--- config.mk ---
export PLATFORM = sky130hd
export DESIGN_NAME = rail_fault_supervisor
export DESIGN_NICKNAME = d
export VERILOG_FILES = /design/src/rtl/rail_fault_supervisor.sv
export SDC_FILE = /design/constraint.sdc
export NUM_CORES = 2
export LEC_CHECK = 0
export ABC_AREA = 1
export BUFFER_PORTS_ARGS = -buffer_cell sky130_fd_sc_hd__buf_2
export CORE_MARGIN = 2
export CORE_UTILIZATION = 25
export DETAILED_ROUTE_END_ITERATION = 8
export GPL_TIMING_DRIVEN = 0
export PLACE_DENSITY = 0.49
export SETUP_SLACK_MARGIN = 0.1
export SLEW_MARGIN = 20
export SYNTH_ARGS = -nofsm -noshare
export SYNTH_HDL_FRONTEND = slang
export SYNTH_SLANG_ARGS = --single-unit
--- constraint.sdc ---
create_clock -name clk -period 6.98 [get_ports clk]
set_clock_uncertainty 0.1 [all_clocks]
set_input_delay 0.349 -clock clk [delete_from_list [all_inputs] [get_ports clk]]
set_output_delay 0.349 -clock clk [all_outputs]
set_load 0.05 [all_outputs]
--- src/rtl/rail_fault_supervisor.sv ---
module rail_fault_supervisor #(
  parameter int NRAIL     = 8,
  parameter int SW        = 12,
  parameter int GW        = 16,
  parameter int RETRY_OFF = 1024,
  parameter int LOG_DEPTH = 8
) (
  input  logic                clk,
  input  logic                rst_n,
  input  logic                clr,
  input  logic                smp_valid,
  input  logic [NRAIL*SW-1:0] smp,
  input  logic [NRAIL*SW-1:0] ov_thr,
  input  logic [NRAIL*SW-1:0] uv_thr,
  input  logic [NRAIL*GW-1:0] glitch_len,
  input  logic [NRAIL*3-1:0]  policy,
  input  logic [NRAIL-1:0]    monitored,
  input  logic [NRAIL-1:0]    en_high,
  input  logic [NRAIL-1:0]    rail_req,
  input  logic [GW-1:0]       start_tmo,
  input  logic                log_pop,
  output logic [NRAIL-1:0]    rail_en,
  output logic                log_valid,
  output logic [$clog2(NRAIL)-1:0] log_rail,
  output logic [1:0]          log_type,
  output logic                log_ovf
);
  localparam int RIW = $clog2(NRAIL);
  localparam int TW  = $clog2(RETRY_OFF);
  localparam int LAW = $clog2(LOG_DEPTH);
  localparam int LCW = $clog2(LOG_DEPTH + 1);

  logic [GW-1:0]  gcnt [NRAIL];
  logic [GW-1:0]  scnt [NRAIL];
  logic [TW-1:0]  tmr  [NRAIL];
  logic [1:0]     ptype [NRAIL];
  logic [1:0]     etype [NRAIL];
  logic [NRAIL-1:0] started, latched, retrying, retry_used, pend;
  logic [NRAIL-1:0] on, act, over, under, evt, logs, latch_me, retry_me, seq_v, take;
  logic [RIW-1:0] sel;

  for (genvar i = 0; i < NRAIL; i++) begin : g_rail
    logic [SW-1:0] s;
    logic [2:0]    pc;
    logic          bad, flt, nst;
    assign s   = smp[i*SW +: SW];
    assign pc  = policy[i*3 +: 3];
    assign on[i]    = rail_req[i] & ~latched[i] & ~retrying[i];
    assign act[i]   = monitored[i] & on[i];
    assign over[i]  = s > ov_thr[i*SW +: SW];
    assign under[i] = s < uv_thr[i*SW +: SW];
    assign bad = over[i] | under[i];
    assign flt = smp_valid & act[i] & started[i] & bad & (gcnt[i] == glitch_len[i*GW +: GW]);
    assign nst = smp_valid & act[i] & ~started[i] & bad & (scnt[i] == start_tmo);
    assign evt[i]   = flt | nst;
    assign etype[i] = nst ? 2'b11 : (over[i] ? 2'b01 : 2'b10);
    assign logs[i]     = evt[i] & (pc >= 3'd1) & (pc <= 3'd4);
    assign seq_v[i]    = evt[i] & (pc == 3'd2);
    assign retry_me[i] = evt[i] & (pc == 3'd3) & ~retry_used[i];
    assign latch_me[i] = evt[i] & ((pc == 3'd4) | ((pc == 3'd3) & retry_used[i]));
    assign rail_en[i]  = ~(on[i] ^ en_high[i]);
  end

  assign take = pend & (~pend + 1'b1);

  always_comb begin
    sel = '0;
    for (int i = NRAIL - 1; i >= 0; i--)
      if (pend[i]) sel = RIW'(i);
  end

  always_ff @(posedge clk or negedge rst_n) begin
    if (!rst_n) begin
      started <= '0; latched <= '0; retrying <= '0; retry_used <= '0; pend <= '0;
      for (int i = 0; i < NRAIL; i++) begin
        gcnt[i] <= '0; scnt[i] <= '0; tmr[i] <= '0; ptype[i] <= '0;
      end
    end else begin
      for (int i = 0; i < NRAIL; i++) begin
        if (!act[i]) begin
          gcnt[i] <= '0; scnt[i] <= '0; started[i] <= 1'b0;
        end else if (smp_valid) begin
          if (started[i]) begin
            if (!(over[i] | under[i])) gcnt[i] <= '0;
            else if (gcnt[i] != '1)    gcnt[i] <= gcnt[i] + 1'b1;
          end else if (!(over[i] | under[i])) begin
            started[i] <= 1'b1;
          end else if (scnt[i] != '1) begin
            scnt[i] <= scnt[i] + 1'b1;
          end
        end

        if (clr)                            latched[i] <= 1'b0;
        else if (latch_me[i] || (|seq_v))   latched[i] <= 1'b1;

        if (clr)              retry_used[i] <= 1'b0;
        else if (retry_me[i]) retry_used[i] <= 1'b1;

        if (clr) retrying[i] <= 1'b0;
        else if (retry_me[i]) begin
          retrying[i] <= 1'b1;
          tmr[i]      <= TW'(RETRY_OFF - 1);
        end else if (retrying[i]) begin
          if (tmr[i] == '0) retrying[i] <= 1'b0;
          else              tmr[i] <= tmr[i] - 1'b1;
        end

        if (!pend[i] || take[i]) begin
          pend[i]  <= logs[i];
          ptype[i] <= etype[i];
        end
      end
    end
  end

  logic [RIW+1:0] mem [LOG_DEPTH];
  logic [LAW-1:0] wp, rp;
  logic [LCW-1:0] lcnt;
  logic           full, do_push, do_pop;

  assign full    = lcnt == LCW'(LOG_DEPTH);
  assign do_push = (|pend) & ~full;
  assign do_pop  = log_pop & (lcnt != '0);
  assign log_valid = lcnt != '0;
  assign {log_rail, log_type} = mem[rp];

  always_ff @(posedge clk) begin
    if (do_push) mem[wp] <= {sel, ptype[sel]};
  end

  always_ff @(posedge clk or negedge rst_n) begin
    if (!rst_n) begin
      wp <= '0; rp <= '0; lcnt <= '0; log_ovf <= 1'b0;
    end else begin
      if (do_push) wp <= (wp == LAW'(LOG_DEPTH - 1)) ? '0 : wp + 1'b1;
      if (do_pop)  rp <= (rp == LAW'(LOG_DEPTH - 1)) ? '0 : rp + 1'b1;
      if (do_push && !do_pop)      lcnt <= lcnt + 1'b1;
      else if (!do_push && do_pop) lcnt <= lcnt - 1'b1;
      if (clr)                  log_ovf <= 1'b0;
      else if ((|pend) && full) log_ovf <= 1'b1;
    end
  end
endmodule

# Word level (Yosys, flattened, before mapping)

Memories as Yosys holds them, arrays and structs flattened.
Cells that the tools add are included.

Flip-flop bits (word level): 403
Bits in latches: 0
Memory bits (writable): 40
Memory bits (read-only): 0
Output and inout port bits: 15
Word-level logic and storage cells: 787
Memories: 1

Memory list:

| name | depth | bits a word | read ports | clocked after memory_dff | write ports | RTL line | RTL |
|---|---|---|---|---|---|---|---|
| mem  | 8     | 5           | 1          | 0                        | 1           | 116      | `logic [RIW+1:0] mem [LOG_DEPTH];` |

Add/sub/neg operators: 29
Multipliers: 0
Divide/modulo/power cells: 0
$lt $le $gt $ge: 33
Eq/ne operators: 115
Shift operators: 0
Muxes and demuxes: 235
Bitwise operators: 215
Reductions and logical operators: 90

Operators by type and width:

| operator                                                              | count |
|---|---|
| 16-bit two-way mux                                                    | 80 |
| 16-bit by 1-bit adder with 16-bit output, second input constant       | 16 |
| 16-bit == test                                                        | 16 |
| 16-bit != test, second input constant                                 | 16 |
| 10-bit two-way mux                                                    | 24 |
| 1-bit bitwise AND                                                     | 138 |
| 1-bit two-way mux                                                     | 100 |
| 12-bit > comparator                                                   | 8 |
| 12-bit < comparator                                                   | 8 |
| 10-bit zero test                                                      | 8 |
| 10-bit by 1-bit subtractor with 10-bit output, second input constant  | 8 |
| 2-bit != test, second input constant                                  | 32 |
| 2-bit nonzero test                                                    | 26 |
| 3-bit by 2-bit == test with 1-bit output, second input constant       | 16 |
| 3-bit AND reduction                                                   | 16 |
| 1-bit inverter                                                        | 42 |
| 2-bit two-way mux                                                     | 18 |
| 2-bit by 1-bit != test with 1-bit output, second input constant       | 16 |
| 4-bit AND reduction                                                   | 8 |
| 3-bit == test, second input constant                                  | 10 |
| 3-bit two-way mux                                                     | 10 |
| 3-bit by 1-bit >= comparator with 1-bit output, second input constant | 8 |
| 3-bit <= comparator, second input constant                            | 8 |
| 3-bit by 2-bit != test with 1-bit output, second input constant       | 8 |
| other kinds (18)                                                      | 77 |

# Depth between registers and ports, before layout

Depth in word-level cells: 14
Mapped depth: 21

# Worst setup path before layout

Ideal clock, no wire load.

Path type: reg2reg
From: register lcnt[0]
To: register lcnt[3]
Setup time: 0.121 ns
Arrival time: 2.360 ns
Required time: 6.759 ns
Slack: 4.398 ns
Stages on the path, launching flop included: 13
Buffers on the path: 0
Period minus slack after synthesis: 2.582 ns
Cells stage by stage: dfrtp_1 > nor2_1 > nand3_1 > nand2_1 > ha_1 > inv_1 > ha_1 > a21o_1 > a21oi_1 > nor2_1 > nor2_1 > nand2_1 > xor2_1

RTL lines:

| element                                                        | RTL line | RTL |
|---|---|---|
| start: declaration                                             | 118      | `logic [LCW-1:0] lcnt;` |
| start signal: assignment                                       | 137      | `if (do_push && !do_pop) lcnt <= lcnt + 1'b1;` |
| start signal: assignment                                       | 138      | `else if (!do_push && do_pop) lcnt <= lcnt - 1'b1;` |
| 4-bit nonzero test (*)                                         | --       |  |
| via log_valid                                                  | 23       | `output logic log_valid,` |
| 1-bit bitwise AND (*)                                          | 123      | `assign do_pop = log_pop & (lcnt != '0);` |
| 1-bit zero test                                                | 137      |  |
| 1-bit logical AND                                              | 137      |  |
| 4-bit two-way mux / 2-bit nonzero test (equally long branches) | --       |  |

Mark *: on every way through the listed nets, which the timed path passes. The rest lies on a longest branch. The select of a mux whose other input is x is not followed.
A chain may end at the register's enable or synchronous reset.

# Final worst setup path

From: register latched[3]
To: register tmr[41] (netlist name)

Cells in the longest elaborated chain, start to end: 13

Ends and longest elaborated chain:

| element                                                              | RTL line | RTL |
|---|---|---|
| start: declaration                                                   | 38       | `logic [NRAIL-1:0] started, latched, retrying, retry_used, pend;` |
| start signal: assignment                                             | 74       | `started <= '0; latched <= '0; retrying <= '0; retry_used <= '0; pend <= '0;` |
| start signal: indexed assignment                                     | 93       | `if (clr) latched[i] <= 1'b0;` |
| start signal: indexed assignment                                     | 94       | `else if (latch_me[i] \|\| (\|seq_v)) latched[i] <= 1'b1;` |
| 1-bit inverter (*)                                                   | 48       | `assign on[i] = rail_req[i] & ~latched[i] & ~retrying[i];` |
| 1-bit bitwise AND (*) (2 in a row)                                   | 48       |  |
| 1-bit bitwise AND (*)                                                | 49       | `assign act[i] = monitored[i] & on[i];` |
| 1-bit bitwise AND (*)                                                | 53, 54   |  |
| 1-bit bitwise AND (on tied branches) (3 in a row)                    | 53, 54   |  |
| 1-bit bitwise OR (*)                                                 | 55       | `assign evt[i] = flt \| nst;` |
| 1-bit bitwise AND (*) (2 in a row)                                   | 59       | `assign retry_me[i] = evt[i] & (pc == 3'd3) & ~retry_used[i];` |
| 2-bit != test (no line) / 2-bit nonzero test (equally long branches) | --       |  |
| 3-bit AND reduction (no line)                                        | --       |  |
| end signal: indexed assignment                                       | 102      | `tmr[i] <= TW'(RETRY_OFF - 1);` |
| end signal: indexed assignment                                       | 105      | `else tmr[i] <= tmr[i] - 1'b1;` |
| end: declaration                                                     | 35       | `logic [TW-1:0] tmr [NRAIL];` |

Every way passes the cells marked *; elsewhere a longest branch is shown, timed or not.

==> results.txt <==
status - finished, final reports clean
clock-pin slew on the worst setup and hold paths - 0.06 ns
Reg-to-Reg End - tmr[41]
Critical Path AT - 3.87 ns
clock share of power - 40.4%
Post-synth top cells - 1,257 x nand2_1, 754 x inv_1, 528 x nor2_1
RSZ-0062 raised after global routing - false
crit-path cells - nor2_1, nand3_1, nor2_1, inv_1, nor2_1, nand2_1, nor2_1, nand2_1, nand2_1, nand4_2, nand2_1, nor2_1, a21oi_1
Worst path max stage delay - 0.45 ns
mux contribution to synthesized area - 0.0660%
Post-CTS Setup Bufs - 0
total of max-cap violations - 0
synthesized instance count - 4,941
worst path required time - 7.46 ns
IO Pins - 500
Clk Latency, worst-skew pair - 0.66 ns
clock buffer depth - 3
crit path kind - reg -> reg
most used cell, CP - nor2_1
wire per inst - 16.2 microns
row count - 135
slowest CP cell - dfrtp_1
mean number of vias per cell - 4.63
first-pass GRT wire length - 184 mm
measured slew at the worst slew-check pin - 0.906 ns
Final Cycle Share - 48.7%
Power Dens Cells - 173 nW/um^2
Area growth syn-to-layout - 19.8%
via count - 33,900
net load switching power - 2.26 mW
core box area - 135,000 sq um
#FFs+latches synth - 443
Avg Cell Area, Syn - 6.91 sq um
register-to-register setup slack - 3.58 ns
Worst Hold End - rp[0]
Hold Path Depth - 4
final setup margin - 3.58 ns
CTS tree - yes
final instance count without filler cells - 7,336
final setup vio count - 0
detailed-placement wirelength estimate - 94.1 mm
synthesized-area fraction occupied by adder cells - 7.94%
top cells by area, synth - dfrtp_1 30%, nand2_1 14%, inv_1 8.3%
Peak VDD IR - 0.179 mV
vias in the first global route - 32,600
fill count - 15,000
crit end category - flop
Max-slew headroom - 39.6%
Syn Nets - 5,642
Final Hold Vio Count - 0
final antenna-violating net count - 0
R2R cell count - 13
Post-Synth Simple-Gate Area - 34.0%
Fin Setup TNS - 0 ns
Reg area - 11,300 sq um
post-synthesis cell type count - 55
number of synthesized flops with an enable pin - 40
Primary FF master, synth - dfrtp_1
Die ar. - 139,000 sq um
largest family of logic cells by synthesized area - simple AND/OR/NAND/NOR gates
Nets - 6,207
Final GP Congestion - 0.902
post-synthesis xor/xnor area fraction - 5.83%
crit path time final - 3.40 ns
Highest Clock Rate - 294 MHz
Placed Cells - 7,211
multi-input logic area - 19,500 sq um
fin. max-slew vios - 0
share of cells above drive strength 1 - 13.3%
Startpoint Class - flop
count leader, synth - nand2_1
pre-CTS WS - 3.07 ns
initial antenna violation count - 22
Pint - 4.82 mW
HP Start - log_pop
largest net degree at the start of global routing - 88
Clock Sinks - 443
root cell of the clock tree - clkbuf_16
All-Layer GR Usage - 16.6%
post-synthesis sequential area ratio - 33.1%
largest area contributor in the netlist - dfrtp_1
input/output buffers - 483
# resized after CTS - 0
Synth Cell Area - 34,100 sq um
Die Width - 373 microns
Hold Slack - 0.0466 ns
# DRC - 0
worst hold path class - in -> reg
logic gate share of total power - 20.4%
CP Max Fanout - 9
Syn. warnings - 0
Switching Share - 31.9%
FF-to-FF Start - latched[3]
Finished Cell Area - 40,900 sq um
Seq pwr share - 39.1%
first drt pass iteration count - 6
total chip power - 7.08 mW
Yosys top cell area share - 29.6%
cts hold-fix bufs - 17
clock buffer count from CTS - 57
htree depth - 2
Compound-Gate Fraction of Synth Area - 9.43%
FFs w/ async S/R, synth - 91.0%
Starting Density - 25.2%
DR iter-0 viols - 2,104
Final Core Density - 30.2%
placed cell area - 38,900 sq um
die height - 373 microns
Lkg Pwr - 19.4 nW
GRT overflow - 0
WL final - 119 mm
cell families (layout without fill, tap and decap cells):
logic type | Yosys count | in the layout
AO/OA/AOI/OAI | 574 | 574
XOR/XNOR | 227 | 227
adder cells (fa/ha/maj) | 216 | 216
buffers and inverters | 856 | 1464
flip-flops | 443 | 443
multiplexers | 2 | 2
other | 0 | 6
AND/OR/NAND/NOR | 2623 | 2623
worst max path at each step:
stage               startpoint         end  slack [ns]  cells after the start
floorplan              lcnt[0]     lcnt[3]        4.40                     12
global placement         rst_n    gcnt[88]       -3.80                      1
detailed placement   smp_valid  latched[2]        3.07                     16
CTS                 latched[3]     tmr[41]        3.56                     13
global route        latched[3]     tmr[41]        3.33                     13
finish              latched[3]     tmr[41]        3.58                     13
layout make-up:
class | count | area share, %
multi-input combinational | 3642 | 47.8
clock inverter | 15 | 0.327
inverter | 773 | 7.09
antenna | 6 | 0.0367
clock buffer | 87 | 4.01
timing repair buffer | 506 | 6.71
tap | 1781 | 5.45
sequential | 443 | 27.6
buffer | 83 | 0.994
worst max-delay path: cells and delay by family, from the launching register on:
kind	cells	cell delay [ns]
AO/OA/AOI/OAI	1	0.11
buffers and inverters	1	0.17
flip-flops	1	0.45
AND/OR/NAND/NOR	11	2.47
flip-flops by register name (all words and copies together) (netlist names), 16 cells and up:
name	flops
gcnt	128
ptype	16
mem	40
tmr	80
scnt	128
cell usage in the layout (no fill, tap or decap), types with 155 or more instances in the layout:
| cell type | synthesis | layout |
|---|---|---|
| nand2_1 | 1257 | 1257 |
| inv_1 | 754 | 754 |
| nor2_1 | 528 | 528 |
| buf_2 | 24 | 507 |
| dfrtp_1 | 403 | 403 |
| nand3_1 | 332 | 332 |
| o21ai_0 | 246 | 245 |
| ha_1 | 215 | 215 |
| nand4_1 | 183 | 183 |
| a21oi_1 | 156 | 155 |
power groups by stage:
| stage | registers [mW] | clock network, mW | logic, mW |
|---|---|---|---|
| after global routing | 2.78 | 3.07 | 1.65 |
| after detailed placement | 2.81 | 0 | 1.46 |
| after global placement | 2.82 | 0 | 1.43 |
| final | 2.77 | 2.86 | 1.45 |
| after CTS | 2.77 | 2.97 | 1.47 |
| after floorplan | 2.79 | 0 | 0.892 |
routing by layer:
metal  track usage, %  routed length, microns  vias to the layer above
li1                 -                       -                    17300
met1             21.7                   53400                    15700
met2             28.3                   56100                      780
met3             2.50                    5570                      196
met4             4.72                    3400                       16
met5                0                      98                        -
Note: power is estimated with default switching activity, not from simulation.
